<file path="config.mk">
export PLATFORM = sky130hd
export DESIGN_NAME = cpu_irq_presenter
export DESIGN_NICKNAME = d
export VERILOG_FILES = /design/src/rtl/cip_pkg.sv /design/src/rtl/cip_decode.sv /design/src/rtl/cip_arbiter.sv /design/src/rtl/cip_state.sv /design/src/rtl/cpu_irq_presenter.sv
export SDC_FILE = /design/constraint.sdc
export NUM_CORES = 1
export LEC_CHECK = 0
export CORE_ASPECT_RATIO = 0.8
export CORE_MARGIN = 5
export CORE_UTILIZATION = 25
export CTS_BUF_LIST = sky130_fd_sc_hd__clkbuf_16
export DETAILED_ROUTE_END_ITERATION = 6
export DONT_BUFFER_PORTS = 1
export GPL_TIMING_DRIVEN = 0
export HOLD_SLACK_MARGIN = 0.06
export PLACE_DENSITY = 0.41
export SLEW_MARGIN = 20
export SYNTH_ARGS = -nofsm -noshare
export SYNTH_HDL_FRONTEND = slang
export SYNTH_SLANG_ARGS = --single-unit
</file>
<file path="constraint.sdc">
create_clock -name clk -period 6.9 [get_ports clk]
set_input_delay 0.69 -clock clk [delete_from_list [all_inputs] [get_ports clk]]
set_output_delay 0.69 -clock clk [all_outputs]
set_load 0.02 [all_outputs]
</file>
<file path="src/rtl/cip_pkg.sv">
package cip_pkg;

  // Word slot selected by bus address bits 3:2.
  typedef enum logic [1:0] {
    SLOT_POLL   = 2'd0,
    SLOT_ACCEPT = 2'd1,
    SLOT_RSVD   = 2'd2,
    SLOT_IPI    = 2'd3
  } slot_e;

  // Which source won arbitration.
  typedef enum logic [1:0] {
    WIN_NONE = 2'd0,
    WIN_EXT  = 2'd1,
    WIN_IPI  = 2'd2
  } win_e;

endpackage

</file>
<file path="src/rtl/cip_decode.sv">
module cip_decode
  import cip_pkg::*;
#(
  parameter int unsigned VEC_W  = 24,
  parameter int unsigned PRIO_W = 8
) (
  input  logic                              clk,
  input  logic                              rst_n,
  input  logic                              bus_valid_i,
  input  logic                              bus_write_i,
  input  logic [3:0]                        bus_addr_i,
  input  logic [(VEC_W+PRIO_W)/8-1:0]       bus_be_i,
  input  logic [VEC_W+PRIO_W-1:0]           bus_wdata_i,
  output logic                              rd_en_o,
  output slot_e                             rd_slot_o,
  output logic                              wr_cppr_o,
  output logic                              wr_eoi_o,
  output logic                              wr_ipi_o,
  output logic [PRIO_W-1:0]                 wr_prio_o,
  output logic [VEC_W-1:0]                  wr_vec_o
);

  localparam int unsigned DATA_W = VEC_W + PRIO_W;
  localparam int unsigned LANES  = DATA_W / 8;
  localparam int unsigned TOP    = LANES - 1;
  localparam logic [LANES-1:0] TOP_ONLY = {1'b1, {(LANES-1){1'b0}}};
  localparam logic [LANES-1:0] ALL_ON   = {LANES{1'b1}};

  slot_e slot;
  logic  wr_access;

  assign slot      = slot_e'(bus_addr_i[3:2]);
  assign wr_access = bus_valid_i & bus_write_i;

  always_comb begin
    rd_en_o   = bus_valid_i & ~bus_write_i;
    rd_slot_o = slot;
    wr_cppr_o = wr_access && (slot == SLOT_ACCEPT) && (bus_be_i == TOP_ONLY);
    wr_eoi_o  = wr_access && (slot == SLOT_ACCEPT) && (bus_be_i == ALL_ON);
    wr_ipi_o  = wr_access && (slot == SLOT_IPI) && bus_be_i[TOP];
    wr_prio_o = bus_wdata_i[DATA_W-1 -: PRIO_W];
    wr_vec_o  = bus_wdata_i[VEC_W-1:0];
  end

  // a priority-only write and an end-of-interrupt never coincide
  assert_one_op_R8: assert property (@(posedge clk) disable iff (!rst_n)
    $onehot0({wr_cppr_o, wr_eoi_o, wr_ipi_o}));

endmodule

</file>
<file path="src/rtl/cip_arbiter.sv">
module cip_arbiter
  import cip_pkg::*;
#(
  parameter int unsigned VEC_W        = 24,
  parameter int unsigned PRIO_W       = 8,
  parameter int unsigned IPI_VEC      = 2,
  parameter bit          IPI_WINS_TIE = 1'b1
) (
  input  logic              src_valid_i,
  input  logic [VEC_W-1:0]  src_vec_i,
  input  logic [PRIO_W-1:0] src_prio_i,
  input  logic [PRIO_W-1:0] ipi_prio_i,
  input  logic [PRIO_W-1:0] cppr_i,
  output logic              present_o,
  output win_e              win_o,
  output logic [VEC_W-1:0]  win_vec_o,
  output logic [PRIO_W-1:0] win_prio_o
);

  localparam logic [PRIO_W-1:0] PRIO_OFF = {PRIO_W{1'b1}};
  localparam logic [VEC_W-1:0]  IPI_CODE = VEC_W'(IPI_VEC);

  logic ipi_live;
  logic ipi_beats;
  logic ipi_first;

  assign ipi_live = (ipi_prio_i != PRIO_OFF);

  generate
    if (IPI_WINS_TIE) begin : g_tie_ipi
      assign ipi_beats = (ipi_prio_i <= src_prio_i);
    end else begin : g_tie_ext
      assign ipi_beats = (ipi_prio_i < src_prio_i);
    end
  endgenerate

  assign ipi_first = ipi_live && (!src_valid_i || ipi_beats);

  always_comb begin
    win_o      = WIN_NONE;
    win_vec_o  = '0;
    win_prio_o = PRIO_OFF;
    if (ipi_first) begin
      win_o      = WIN_IPI;
      win_vec_o  = IPI_CODE;
      win_prio_o = ipi_prio_i;
    end else if (src_valid_i) begin
      win_o      = WIN_EXT;
      win_vec_o  = src_vec_i;
      win_prio_o = src_prio_i;
    end
    present_o = (win_o != WIN_NONE) && (win_prio_o < cppr_i);
  end

endmodule

</file>
<file path="src/rtl/cip_state.sv">
module cip_state #(
  parameter int unsigned PRIO_W = 8
) (
  input  logic              clk,
  input  logic              rst_n,
  input  logic              wr_cppr_i,
  input  logic              wr_eoi_i,
  input  logic              wr_ipi_i,
  input  logic [PRIO_W-1:0] wr_prio_i,
  input  logic              take_i,
  input  logic [PRIO_W-1:0] take_prio_i,
  output logic [PRIO_W-1:0] cppr_o,
  output logic [PRIO_W-1:0] ipi_prio_o
);

  logic [PRIO_W-1:0] cppr_q, cppr_d;
  logic              cppr_en;
  logic [PRIO_W-1:0] ipi_q, ipi_d;
  logic              ipi_en;

  always_comb begin
    cppr_en = 1'b0;
    cppr_d  = cppr_q;
    if (wr_eoi_i || wr_cppr_i) begin
      cppr_en = 1'b1;
      cppr_d  = wr_prio_i;
    end else if (take_i) begin
      cppr_en = 1'b1;
      cppr_d  = take_prio_i;
    end
    ipi_en = wr_ipi_i;
    ipi_d  = wr_prio_i;
  end

  always_ff @(posedge clk or negedge rst_n) begin
    if (!rst_n) begin
      cppr_q <= '0;
      ipi_q  <= '1;
    end else begin
      if (cppr_en) cppr_q <= cppr_d;
      if (ipi_en)  ipi_q  <= ipi_d;
    end
  end

  assign cppr_o     = cppr_q;
  assign ipi_prio_o = ipi_q;

  assert_accept_prio_R4: assert property (@(posedge clk) disable iff (!rst_n)
    take_i |=> cppr_o == $past(take_prio_i));

  assert_eoi_prio_R7: assert property (@(posedge clk) disable iff (!rst_n)
    wr_eoi_i |=> cppr_o == $past(wr_prio_i));

endmodule

</file>
<file path="src/rtl/cpu_irq_presenter.sv">
module cpu_irq_presenter
  import cip_pkg::*;
#(
  parameter int unsigned VEC_W        = 24,
  parameter int unsigned PRIO_W       = 8,
  parameter int unsigned IPI_VEC      = 2,
  parameter bit          IPI_WINS_TIE = 1'b1
) (
  input  logic                        clk,
  input  logic                        rst_n,
  input  logic                        src_valid_i,
  input  logic [VEC_W-1:0]            src_vec_i,
  input  logic [PRIO_W-1:0]           src_prio_i,
  output logic                        src_ack_o,
  output logic                        eoi_valid_o,
  output logic [VEC_W-1:0]            eoi_vec_o,
  input  logic                        bus_valid_i,
  input  logic                        bus_write_i,
  input  logic [3:0]                  bus_addr_i,
  input  logic [(VEC_W+PRIO_W)/8-1:0] bus_be_i,
  input  logic [VEC_W+PRIO_W-1:0]     bus_wdata_i,
  output logic [VEC_W+PRIO_W-1:0]     bus_rdata_o,
  output logic                        bus_rvalid_o,
  output logic                        cpu_irq_o
);

  localparam int unsigned DATA_W = VEC_W + PRIO_W;

  logic              rd_en, wr_cppr, wr_eoi, wr_ipi;
  slot_e             rd_slot;
  logic [PRIO_W-1:0] wr_prio;
  logic [VEC_W-1:0]  wr_vec;
  logic [PRIO_W-1:0] cppr, ipi_prio;
  logic              present;
  win_e              win;
  logic [VEC_W-1:0]  win_vec;
  logic [PRIO_W-1:0] win_prio;
  logic              take;

  cip_decode #(.VEC_W(VEC_W), .PRIO_W(PRIO_W)) u_decode (
    .clk         (clk),
    .rst_n       (rst_n),
    .bus_valid_i (bus_valid_i),
    .bus_write_i (bus_write_i),
    .bus_addr_i  (bus_addr_i),
    .bus_be_i    (bus_be_i),
    .bus_wdata_i (bus_wdata_i),
    .rd_en_o     (rd_en),
    .rd_slot_o   (rd_slot),
    .wr_cppr_o   (wr_cppr),
    .wr_eoi_o    (wr_eoi),
    .wr_ipi_o    (wr_ipi),
    .wr_prio_o   (wr_prio),
    .wr_vec_o    (wr_vec)
  );

  cip_arbiter #(
    .VEC_W(VEC_W), .PRIO_W(PRIO_W), .IPI_VEC(IPI_VEC), .IPI_WINS_TIE(IPI_WINS_TIE)
  ) u_arbiter (
    .src_valid_i (src_valid_i),
    .src_vec_i   (src_vec_i),
    .src_prio_i  (src_prio_i),
    .ipi_prio_i  (ipi_prio),
    .cppr_i      (cppr),
    .present_o   (present),
    .win_o       (win),
    .win_vec_o   (win_vec),
    .win_prio_o  (win_prio)
  );

  assign take = rd_en && (rd_slot == SLOT_ACCEPT) && present;

  cip_state #(.PRIO_W(PRIO_W)) u_state (
    .clk         (clk),
    .rst_n       (rst_n),
    .wr_cppr_i   (wr_cppr),
    .wr_eoi_i    (wr_eoi),
    .wr_ipi_i    (wr_ipi),
    .wr_prio_i   (wr_prio),
    .take_i      (take),
    .take_prio_i (win_prio),
    .cppr_o      (cppr),
    .ipi_prio_o  (ipi_prio)
  );

  // Output registers: next-state logic.
  logic [DATA_W-1:0] rdata_q, rdata_d;
  logic              rvalid_q, ack_q, ack_d;
  logic              eoi_q;
  logic [VEC_W-1:0]  eoi_vec_q;

  always_comb begin
    rdata_d = rdata_q;
    if (rd_en) begin
      unique case (rd_slot)
        SLOT_POLL, SLOT_ACCEPT: rdata_d = {cppr, present ? win_vec : {VEC_W{1'b0}}};
        SLOT_IPI:               rdata_d = {ipi_prio, {VEC_W{1'b0}}};
        default:                rdata_d = '0;
      endcase
    end
    ack_d = take && (win == WIN_EXT);
  end

  always_ff @(posedge clk or negedge rst_n) begin
    if (!rst_n) begin
      rdata_q   <= '0;
      rvalid_q  <= 1'b0;
      ack_q     <= 1'b0;
      eoi_q     <= 1'b0;
      eoi_vec_q <= '0;
    end else begin
      if (rd_en) rdata_q <= rdata_d;
      rvalid_q <= rd_en;
      ack_q    <= ack_d;
      eoi_q    <= wr_eoi;
      if (wr_eoi) eoi_vec_q <= wr_vec;
    end
  end

  assign bus_rdata_o  = rdata_q;
  assign bus_rvalid_o = rvalid_q;
  assign src_ack_o    = ack_q;
  assign eoi_valid_o  = eoi_q;
  assign eoi_vec_o    = eoi_vec_q;
  assign cpu_irq_o    = present;

  assert_ack_with_data_R4: assert property (@(posedge clk) disable iff (!rst_n)
    src_ack_o |-> bus_rvalid_o);

  assert_irq_exact_R5: assert property (@(posedge clk) disable iff (!rst_n)
    cpu_irq_o == ((src_valid_i && (src_prio_i < cppr)) || (ipi_prio < cppr)));

  assert_poll_quiet_R9: assert property (@(posedge clk) disable iff (!rst_n)
    (rd_en && rd_slot == SLOT_POLL) |=> (cppr == $past(cppr)) && (ipi_prio == $past(ipi_prio)));

  assert_pulses_apart_R7: assert property (@(posedge clk) disable iff (!rst_n)
    $onehot0({src_ack_o, eoi_valid_o}));

endmodule

</file>
==> results of run 1 <==
==> Yosys cell counts (all sizes together) (2+ instances only) <==
library cell | instances | area share (%)
a21oi | 7 | 0.99
and3 | 2 | 0.35
o31a | 2 | 0.49
nand3 | 10 | 1.4
nand2 | 23 | 2.4
o311ai | 7 | 2.6
nand2b | 2 | 0.35
nor3 | 2 | 0.28
clkbuf | 12 | 1.3
dfstp | 8 | 5.9
a21o | 2 | 0.42
and4 | 2 | 0.49
o21ai | 12 | 1.8
nor2b | 3 | 0.53
a22o | 23 | 5.7
mux2 | 31 | 9.9
and2 | 2 | 0.42
nand4 | 4 | 0.71
dfrtp | 67 | 47
ha | 15 | 5.3
nor2 | 3 | 0.32
inv | 19 | 2.0
buf | 4 | 1.3
a2bb2oi | 7 | 1.7
o32a | 7 | 2.0
==> registers in the layout, summed over array words and instances (netlist names) <==
name / cells
bus_rdata_o: 32
eoi_vec_o: 24
u_state.cppr_o: 8
u_state.ipi_prio_o: 8
bus_rvalid_o: 1
eoi_valid_o: 1
src_ack_o: 1
==> through the flow <==
stage	cells	total power, mW
global route	488	1.53
finish	488	1.43
global placement	471	0.899
floorplan	291	0.824
CTS	488	1.46
detailed placement	471	0.904
==> area by class of cell <==
cell class / count / area, µm²
buffer: 16 / 90.1
clock buffer: 9 / 225
clock inverter: 7 / 109
fill: 1439 / 9610
inverter: 20 / 75.1
multi-input combinational: 180 / 1490
sequential: 75 / 1890
tap: 180 / 225
timing repair buffer: 1 / 27.5
==> path summary, 6_finish.rpt <==
check | startpoint | endpoint | slack, ns
setup / recovery | u_state.ipi_prio_o[7]$_DFFE_PN1P_ | cpu_irq_o | 2.37
hold / removal | rst_n | u_state.ipi_prio_o[6]$_DFFE_PN1P_ | 0.20
setup reg to reg | u_state.ipi_prio_o[7]$_DFFE_PN1P_ | src_ack_o$_DFF_PN0_ | 2.54
hold reg to reg | u_state.ipi_prio_o[0]$_DFFE_PN1P_ | u_state.ipi_prio_o[0]$_DFFE_PN1P_ | 0.58
max in group asynchronous | rst_n | u_state.cppr_o[1]$_DFFE_PN0P_ | 6.36
min in group clk | bus_wdata_i[24] | u_state.ipi_prio_o[0]$_DFFE_PN1P_ | 0.47
==> power by group <==
group          leakage, nW  switching [mW]  total [mW]  internal (mW)
clock network        0.162           0.182       0.531          0.349
registers            0.990          0.0889       0.602          0.513
logic                0.718           0.163       0.299          0.136
==> repair_timing <==
action / in CTS / in global routing
setup buffers: 0 / 0
hold buffers: 1 / 0
hold endpoints to repair: 67 / 0
resized for setup: 0 / 0
==> critical path: cells and delay by family (launching register included) <==
kind,cells,cell delay (ns)
AND/OR/NAND/NOR,2,0.33
AO/OA/AOI/OAI,7,1.88
flip-flops,1,0.58
adder cells (fa/ha/maj),2,0.41
buffers and inverters,2,0.30
==> cells by family (layout without fill, tap and decap cells) <==
| family | count (synthesis) | in the layout | share of synthesized area [%] |
|---|---|---|---|
| muxes | 31 | 31 | 9.86 |
| adders and majority gates | 15 | 15 | 5.30 |
| and+or+nand+nor | 58 | 58 | 8.51 |
| AOI/OAI and AO/OA | 76 | 76 | 18.4 |
| buffers and inverters | 36 | 53 | 4.66 |
| DFF | 75 | 75 | 53.3 |
==> metal layers <==
layer / vias up / track usage (%) / wire, µm
met5: - / 0 / 0
met4: 0 / 2.72 / 78
met3: 9 / 5.49 / 1070
met2: 95 / 18.5 / 4450
met1: 1208 / 16.4 / 4450
li1: 1107 / - / -
==> metrics.yaml, run 1 <==
run:
  maxCapViolCount: 0
pwr:
  highest_ir_drop_seen_on_vdd_uv: 151
  power_density_nw_per_um2: 347
  leakage_nw: 1.87
clock_tree:
  clock_tree_from_tritoncts: "done"
  clkLatencyLatePin_ns: 0.33
  cts_buffers: 9
  cts.clk_slew.worst_paths_ns: 0.06
  cts.sink_count: 75
  clock_path_buffers: 2
  ctsRootBufferMaster: "sky130_fd_sc_hd__clkbuf_16"
  htreeDepth: 3
sta:
  max_freq_mhz: 221
  finalClockSkew_ns: 0.00605
  tightest_slew_ns: 0.827
  final.period_utilization_pct: 65.6
  worst_slack_ns: 2.37
  slew_headroom_pct: 44.9
  setup-tns-final_ns: 0
  timing.final.crit_period_ns: 4.53
  final-hold-violation-count: 0
  holdWs_ns: 0.196
  drv_slew: 0
  setup_viol: 0
  rsz0062_at_grt: "no"
synth:
  postSynth.topFlopCell: "sky130_fd_sc_hd__dfrtp_1"
  postSynthAreaPerCell_um2: 12.2
  synth.yosys.seq_area_share_pct: 53.3
  ys_async_sr_fraction_pct: 100
  ys_types: 44
  synth-edff-count: 0
  postSynthRegisterBits: 75
  mappedNetlistNets: 383
  synthesis.instances: 291
  ys_warn_count: 0
  syn-cell-area_um2: 3540
global_route:
  global_route_wire_length_before_repair_um: 15400
  antenna_violations_before_repair: 0
  grt_pass1_vias: 2643
  grt_max_degree: 68
  globalRouteOverflowTotal: 0
  gr-usage-all-layers_pct: 12.3
placement:
  dpl-instance-area_um2: 3770
  pre_cts_ws_ns: 2.30
  io_buffers: 0
  detailedPlacementHpwl_um: 7580
  gp_congestion: 0.836
worst_setup_path:
  timing.critical_path.slowest_cell_delay_ns: 0.58
  critPathLaunchType: "register"
  critical_path_cell_by_cell: "ha_1 -> a21oi_1 -> o21ai_2 -> o31a_1 -> a21boi_1 -> o32a_1 -> ha_1 -> and4_1 -> o2111ai_1 -> a211o_1 -> buf_6 -> nand2_1 -> inv_1"
  timing.setup.critical_path_class: "register to output port"
  crit_fanout: 10
  worstPathArrival_ns: 3.84
  crit_required_ns: 6.21
  critical_path_cell_with_the_highest_stage_delay: "sky130_fd_sc_hd__dfstp_2"
  critical_path.most_common_cell: "sky130_fd_sc_hd__ha_1"
  cp-end-kind: "output port"
  worst_r2r_path_depth: 16
floorplanning:
  floorplan.die_area_um2: 16700
  floorplan.die.width_um: 143
  initial_core_util_pct: 25.8
  num_io_pins: 137
  rows: 38
  die_extent_in_y_um: 116
  core_area_um2: 13700
layout:
  design.final.nets: 395
  antennaDiodeCount: 0
  flow.area_growth_from_synthesis_pct: 16.6
  final_layout_size_suffix_gt1_share_pct: 21.8
  final_core_util_pct: 30.0
  final_common_cell: "sky130_fd_sc_hd__dfrtp_1"
  most-common-layout-cells: "67 x sky130_fd_sc_hd__dfrtp_1, 31 x sky130_fd_sc_hd__mux2_2, 23 x sky130_fd_sc_hd__nand2_1, 23 x sky130_fd_sc_hd__a22o_1, 20 x sky130_fd_sc_hd__inv_1"
  final_cell_area_um2: 4130
hold_path:
  hold_path.class: "input pin to asynchronous set/reset pin"
status:
  outcome: "completed"
routing:
  drt_pass_1_iters: 4
  drc_marker_count_from_the_first_detailed_route_iteration: 60
  avgRoutedWirePerCell_um: 20.6
  dr_total_vias: 2419
  drt_wl_total_um: 10000
  via_per_inst: 4.96
  drt.antenna.violating_nets: 0
  drc_errors: 0
No activity file was read; power rests on OpenSTA's default activity.
==> run 2, diff against run 1 <==
- PLACE_DENSITY: 0.41 -> 0.43
- clock period: 6.9 -> 4.1 ns (I/O delays scaled with it)
==> metrics.yaml, run 2 (same netlist as run 1, synthesis figures left out) <==
worst_setup_path:
  critical_path_cell_by_cell: "inv_1 -> ha_1 -> nand2b_1 -> a21oi_2 -> o31a_1 -> a21boi_4 -> o32a_1 -> ha_1 -> and4_1 -> o2111ai_1 -> a211o_1 -> buf_6 -> nand2_1 -> inv_1"  # was ha_1 -> a21oi_1 -> o21ai_2 -> o31a_1 -> a21boi_1 -> o32a_1 -> ha_1 -> and4_1 -> o2111ai_1 -> a211o_1 -> buf_6 -> nand2_1 -> inv_1
  crit_fanout: 10  # unchanged
  timing.setup.critical_path_class: "register to output port"  # unchanged
  worst_r2r_path_depth: 15  # was 16
  timing.critical_path.slowest_cell_delay_ns: 0.59  # was 0.58 ns
  crit_required_ns: 3.69  # was 6.21 ns
  critical_path_cell_with_the_highest_stage_delay: "sky130_fd_sc_hd__dfstp_2"  # unchanged
  cp-end-kind: "output port"  # unchanged
  worstPathArrival_ns: 3.57  # was 3.84 ns
  critPathLaunchType: "register"  # unchanged
clock_tree:
  htreeDepth: 3  # unchanged
  clock_tree_from_tritoncts: "done"  # unchanged
  cts.sink_count: 75  # unchanged
  clock_path_buffers: 2  # unchanged
  cts_buffers: 9  # unchanged
  ctsRootBufferMaster: "sky130_fd_sc_hd__clkbuf_16"  # unchanged
  clkLatencyLatePin_ns: 0.33  # about the same
  cts.clk_slew.worst_paths_ns: 0.06  # about the same
layout:
  flow.area_growth_from_synthesis_pct: 16.1  # was 16.6%
  instances_no_fill: 491  # was 488
  final_common_cell: "sky130_fd_sc_hd__dfrtp_1"  # unchanged
  antennaDiodeCount: 0  # unchanged
  multi_input_area_um2: 1520  # was 1490 µm²
  most-common-layout-cells: "67 x sky130_fd_sc_hd__dfrtp_1, 31 x sky130_fd_sc_hd__mux2_2, 23 x sky130_fd_sc_hd__nand2_1, 23 x sky130_fd_sc_hd__a22o_1, 21 x sky130_fd_sc_hd__inv_1"  # was 67 x sky130_fd_sc_hd__dfrtp_1, 31 x sky130_fd_sc_hd__mux2_2, 23 x sky130_fd_sc_hd__nand2_1, 23 x sky130_fd_sc_hd__a22o_1, 20 x sky130_fd_sc_hd__inv_1
  final.fill_count: 1431  # was 1,439
  final_layout_size_suffix_gt1_share_pct: 23.8  # was 21.8%
  design.final.nets: 399  # was 395
  layout.area.seq_um2: 1890  # unchanged
  max_ffs_per_register: 32  # unchanged
  final_cell_area_um2: 4110  # was 4130 µm²
routing:
  wl_met2_um: 4590  # was 4450 µm
  wl_met3_um: 1060  # was 1070 µm
  dr_total_vias: 2388  # was 2,419
  detail_route.wirelength.met1_um: 4330  # was 4450 µm
  drt.antenna.violating_nets: 0  # unchanged
  avgRoutedWirePerCell_um: 20.6  # about the same
  drt_wl_total_um: 10100  # was 10,000 µm
  via_per_inst: 4.86  # was 4.96
  drc_errors: 0  # unchanged
  highest-signal-layer: "met5"  # was met4
  drc_marker_count_from_the_first_detailed_route_iteration: 101  # was 60
  drt_pass_1_iters: 4  # unchanged
placement:
  detailedPlacementHpwl_um: 7590  # was 7580 µm
  io_buffers: 0  # unchanged
  dpl-instance-area_um2: 3770  # unchanged
  gp_congestion: 0.741  # was 0.836
  place_inst: 471  # unchanged
global_route:
  globalRouteOverflowTotal: 0  # unchanged
  grt_pass1_vias: 2644  # was 2,643
  antenna_violations_before_repair: 1  # was 0
  global_route_wire_length_before_repair_um: 15100  # was 15,400 µm
  grt_max_degree: 76  # was 68
  gr-usage-all-layers_pct: 12.2  # was 12.3%
hold_path:
  timing.hold.worst_path_depth: 2
  hold_path.class: "input pin to register"  # was input pin to asynchronous set/reset pin
floorplanning:
  num_io_pins: 137  # unchanged
  core_area_um2: 13700  # unchanged
  initial_core_util_pct: 25.8  # unchanged
  die_extent_in_y_um: 116  # unchanged
  rows: 38  # unchanged
  floorplan.die.width_um: 143  # unchanged
  floorplan.die_area_um2: 16700  # unchanged
sta:
  slew_headroom_pct: 45.9  # was 44.9%
  max_freq_mhz: 251
  timing.final.crit_period_ns: 3.98
  finalClockSkew_ns: 0.00341  # was 0.00605 ns
  holdWs_ns: 0.181  # was 0.196 ns
  final.period_utilization_pct: 97.1
  setup_viol: 0  # unchanged
  setup-tns-final_ns: 0  # unchanged
  drv_slew: 0  # unchanged
  tightest_slew_ns: 0.811  # was 0.827 ns
  final-hold-violation-count: 0  # unchanged
pwr:
  power_density_nw_per_um2: 548  # was 347 nW/µm²
  leakage_nw: 1.87  # about the same
  highest_ir_drop_seen_on_vdd_uv: 254  # was 151 µV
run:
  maxCapViolCount: 0  # unchanged
status:
  outcome: "completed"  # unchanged
run 2: path summary, 6_finish.rpt:
kind                                                    from                                end  slack [ns]
min in group asynchronous                              rst_n          eoi_vec_o[17]$_DFFE_PN0P_        0.62
max reg2reg                u_state.ipi_prio_o[0]$_DFFE_PN1P_      u_state.cppr_o[0]$_DFFE_PN0P_        0.34
max                        u_state.ipi_prio_o[0]$_DFFE_PN1P_                          cpu_irq_o        0.12
min reg2reg                u_state.ipi_prio_o[0]$_DFFE_PN1P_  u_state.ipi_prio_o[0]$_DFFE_PN1P_        0.57
max in group asynchronous                              rst_n  u_state.ipi_prio_o[2]$_DFFE_PN1P_        3.14
min                                          bus_wdata_i[24]  u_state.ipi_prio_o[0]$_DFFE_PN1P_        0.18
run 2: metrics by stage:
stage	utilization, %	worst slack (ns)	total power [mW]
floorplan	-	0.475	1.39
global placement	27.4	-0.250	1.51
detailed placement	27.4	-0.294	1.52
CTS	29.5	0.0125	2.26
global route	29.9	-0.0428	2.40
finish	29.9	0.118	2.25
run 2: worst max-delay path: cells and delay by family, from the launching register on:
| kind | cells | cell delay (ns) |
|---|---|---|
| buffers and inverters | 3 | 0.35 |
| flip-flops | 1 | 0.59 |
| AO/OA/AOI/OAI | 6 | 1.29 |
| adder cells (fa/ha/maj) | 2 | 0.49 |
| AND/OR/NAND/NOR | 3 | 0.51 |
run 2: routing by layer:
metal | global-route usage (%) | vias to the layer above
li1 | - | 1110
met1 | 15.5 | 1170
met2 | 18.1 | 93
met3 | 6.59 | 13
met4 | 3.04 | 2
met5 | 0 | -
run 2: timing repair:
action                                 in CTS  in global routing
setup endpoints to repair                  10                 10
gates resized for setup                     1                  6
hold buffers                                2                  0
pin swaps                                   0                  6
setup buffers                               0                  4
endpoints found under the hold margin      75                  0
run 2: power breakdown:
part           switching (mW)  internal, mW
sequential              0.148         0.864
combinational           0.297         0.253
clock                   0.295         0.397
total                   0.740          1.51
run 2: area by class of cell:
class                           count  share of cell area, %
Tap cell                          180                   5.48
Inverter                           20                   1.83
Sequential cell                    75                   45.9
Timing Repair Buffer                6                   1.64
Multi-Input combinational cell    180                   36.9
Clock buffer                        9                   5.48
Buffer                             15                   2.10
Clock inverter                      6                  0.700
==> run 3, diff against run 2 <==
- CORE_UTILIZATION: 25 -> 40
- PLACE_DENSITY: 0.43 -> 0.59
==> metrics.yaml, run 3 (same netlist as run 1, synthesis figures left out) <==
sta:
  max_freq_mhz: 256  # was 251 MHz
  holdWs_ns: 0.200  # was 0.181 ns
  setup_viol: 0  # unchanged
  setup-tns-final_ns: 0  # unchanged
  final-hold-violation-count: 0  # unchanged
  drv_slew: 0  # unchanged
  rsz0062_at_grt: "no"
  tightest_slew_ns: 0.720  # was 0.811 ns
  final.period_utilization_pct: 95.3  # was 97.1%
  slew_headroom_pct: 52.0  # was 45.9%
  timing.final.crit_period_ns: 3.91  # was 3.98 ns
  finalClockSkew_ns: 0.00574  # was 0.00341 ns
worst_setup_path:
  cp-end-kind: "output port"  # unchanged
  crit_fanout: 10  # unchanged
  worstPathArrival_ns: 3.50  # was 3.57 ns
  regToRegSetupSlack_ns: 0.23  # was 0.34 ns
  timing.setup.critical_path_class: "register to output port"  # unchanged
  critPathLaunchType: "register"  # unchanged
  crit_required_ns: 3.69  # about the same
floorplanning:
  rows: 30  # was 38
  initial_core_util_pct: 41.4  # was 25.8%
  num_io_pins: 137  # unchanged
  die_extent_in_y_um: 94.2  # was 116 µm
  core_area_um2: 8560  # was 13,700 µm²
  floorplan.die.width_um: 115  # was 143 µm
  floorplan.die_area_um2: 10800  # was 16,700 µm²
layout:
  multi_input_area_um2: 1500  # was 1520 µm²
  final_layout_size_suffix_gt1_share_pct: 23.3  # was 23.8%
  final_cell_area_um2: 4030  # was 4110 µm²
  layout.area.seq_um2: 1890  # unchanged
  max_ffs_per_register: 32  # unchanged
  final.fill_count: 801  # was 1,431
  instances_no_fill: 421  # was 491
  design.final.nets: 396  # was 399
  flow.area_growth_from_synthesis_pct: 13.8  # was 16.1%
  most-common-layout-cells: "67 x sky130_fd_sc_hd__dfrtp_1, 31 x sky130_fd_sc_hd__mux2_2, 23 x sky130_fd_sc_hd__nand2_1, 23 x sky130_fd_sc_hd__a22o_1, 20 x sky130_fd_sc_hd__inv_1"  # was 67 x sky130_fd_sc_hd__dfrtp_1, 31 x sky130_fd_sc_hd__mux2_2, 23 x sky130_fd_sc_hd__nand2_1, 23 x sky130_fd_sc_hd__a22o_1, 21 x sky130_fd_sc_hd__inv_1
  final_common_cell: "sky130_fd_sc_hd__dfrtp_1"  # unchanged
  antennaDiodeCount: 0  # unchanged
hold_path:
  hold_path.class: "input pin to register"  # unchanged
run:
  maxCapViolCount: 0  # unchanged
placement:
  place_inst: 403  # was 471
  gp_congestion: 0.849  # was 0.741
  io_buffers: 0  # unchanged
  dpl-instance-area_um2: 3680  # was 3770 µm²
  detailedPlacementHpwl_um: 6640  # was 7590 µm
global_route:
  gr-usage-all-layers_pct: 15.9  # was 12.2%
  global_route_wire_length_before_repair_um: 13200  # was 15,100 µm
  globalRouteOverflowTotal: 0  # unchanged
  grt_pass1_vias: 2495  # was 2,644
  grt_max_degree: 76  # unchanged
  antenna_violations_before_repair: 0  # was 1
clock_tree:
  htreeDepth: 3  # unchanged
  cts.clk_slew.worst_paths_ns: 0.06  # about the same
  ctsRootBufferMaster: "sky130_fd_sc_hd__clkbuf_16"  # unchanged
  cts.sink_count: 75  # unchanged
  cts_buffers: 9  # unchanged
  clkLatencyLatePin_ns: 0.33  # about the same
  clock_tree_from_tritoncts: "done"  # unchanged
  clock_path_buffers: 2  # unchanged
routing:
  drt_wl_total_um: 8650  # was 10,100 µm
  avgRoutedWirePerCell_um: 20.6  # about the same
  via_per_inst: 5.53  # was 4.86
  drt_pass_1_iters: 4  # unchanged
  drc_marker_count_from_the_first_detailed_route_iteration: 117  # was 101
  drc_errors: 0  # unchanged
  dr_total_vias: 2330  # was 2,388
  drt.antenna.violating_nets: 0  # unchanged
pwr:
  leakage_nw: 1.87  # about the same
  highest_ir_drop_seen_on_vdd_uv: 210  # was 254 µV
  power_density_nw_per_um2: 567  # was 548 nW/µm²
  total_power_mw: 2.28  # was 2.25 mW
status:
  outcome: "completed"  # unchanged
-- run 3: critical path, stage by stage, from the launching register on --
cell and delay [ns]:
sky130_fd_sc_hd__dfstp_2 0.58, sky130_fd_sc_hd__ha_1 0.26, sky130_fd_sc_hd__a21oi_1 0.19, sky130_fd_sc_hd__o21ai_2 0.11, sky130_fd_sc_hd__o31a_1 0.36, sky130_fd_sc_hd__a21boi_4 0.29
sky130_fd_sc_hd__o32a_1 0.22, sky130_fd_sc_hd__ha_1 0.15, sky130_fd_sc_hd__and4_1 0.24, sky130_fd_sc_hd__o2111ai_1 0.11, sky130_fd_sc_hd__a211o_1 0.27, sky130_fd_sc_hd__buf_6 0.15
sky130_fd_sc_hd__nand2_1 0.10, sky130_fd_sc_hd__inv_1 0.12
-- run 3: layout make-up --
class | instances | area share [%]
multi-input cells | 180 | 37.3
flip-flops and latches | 75 | 46.8
repair buffers | 3 | 1.12
inverters | 20 | 1.86
clock inverters | 7 | 1.74
plain buffers | 15 | 2.14
clock buffers | 9 | 5.58
well taps | 112 | 3.48
-- run 3: power by group --
part	switching [mW]	total, mW	internal (mW)
sequential	0.146	1.01	0.864
clock	0.301	0.769	0.468
combinational	0.273	0.506	0.233
-- run 3: metal layers --
layer / wire [µm] / up-vias / global-route usage (%)
met1: 3660 / 1108 / 20.2
met3: 955 / 11 / 7.41
met2: 3960 / 99 / 24.6
met5: 0 / - / 0
li1: - / 1112 / -
met4: 74 / 0 / 4.11
-- run 3: repair_timing --
item                                    CTS  global route
resized for setup                         1             2
endpoints found under the hold margin    75             0
hold buffers                              2             0
endpoints found under the setup margin   10            10
setup buffers                             0             1
pin swaps                                 0             1
-- run 3: stage by stage --
stage	setup WS, ns	util [%]
after CTS	0.0804	47.0
after detailed placement	-0.107	43.0
final	0.192	47.1
after global routing	0.00271	47.1
after global placement	-0.0141	43.0
after floorplan	0.475	-
-- run 3: path summary, 6_finish.rpt --
kind,start,endpoint,depth (start not counted)
setup / recovery,u_state.ipi_prio_o[7]$_DFFE_PN1P_,cpu_irq_o,13
hold / removal,bus_wdata_i[24],u_state.ipi_prio_o[0]$_DFFE_PN1P_,2
setup reg to reg,u_state.ipi_prio_o[7]$_DFFE_PN1P_,src_ack_o$_DFF_PN0_,15
hold reg to reg,u_state.ipi_prio_o[0]$_DFFE_PN1P_,u_state.ipi_prio_o[0]$_DFFE_PN1P_,2
max in group asynchronous,rst_n,u_state.ipi_prio_o[6]$_DFFE_PN1P_,2
min in group asynchronous,rst_n,eoi_vec_o[4]$_DFFE_PN0P_,2
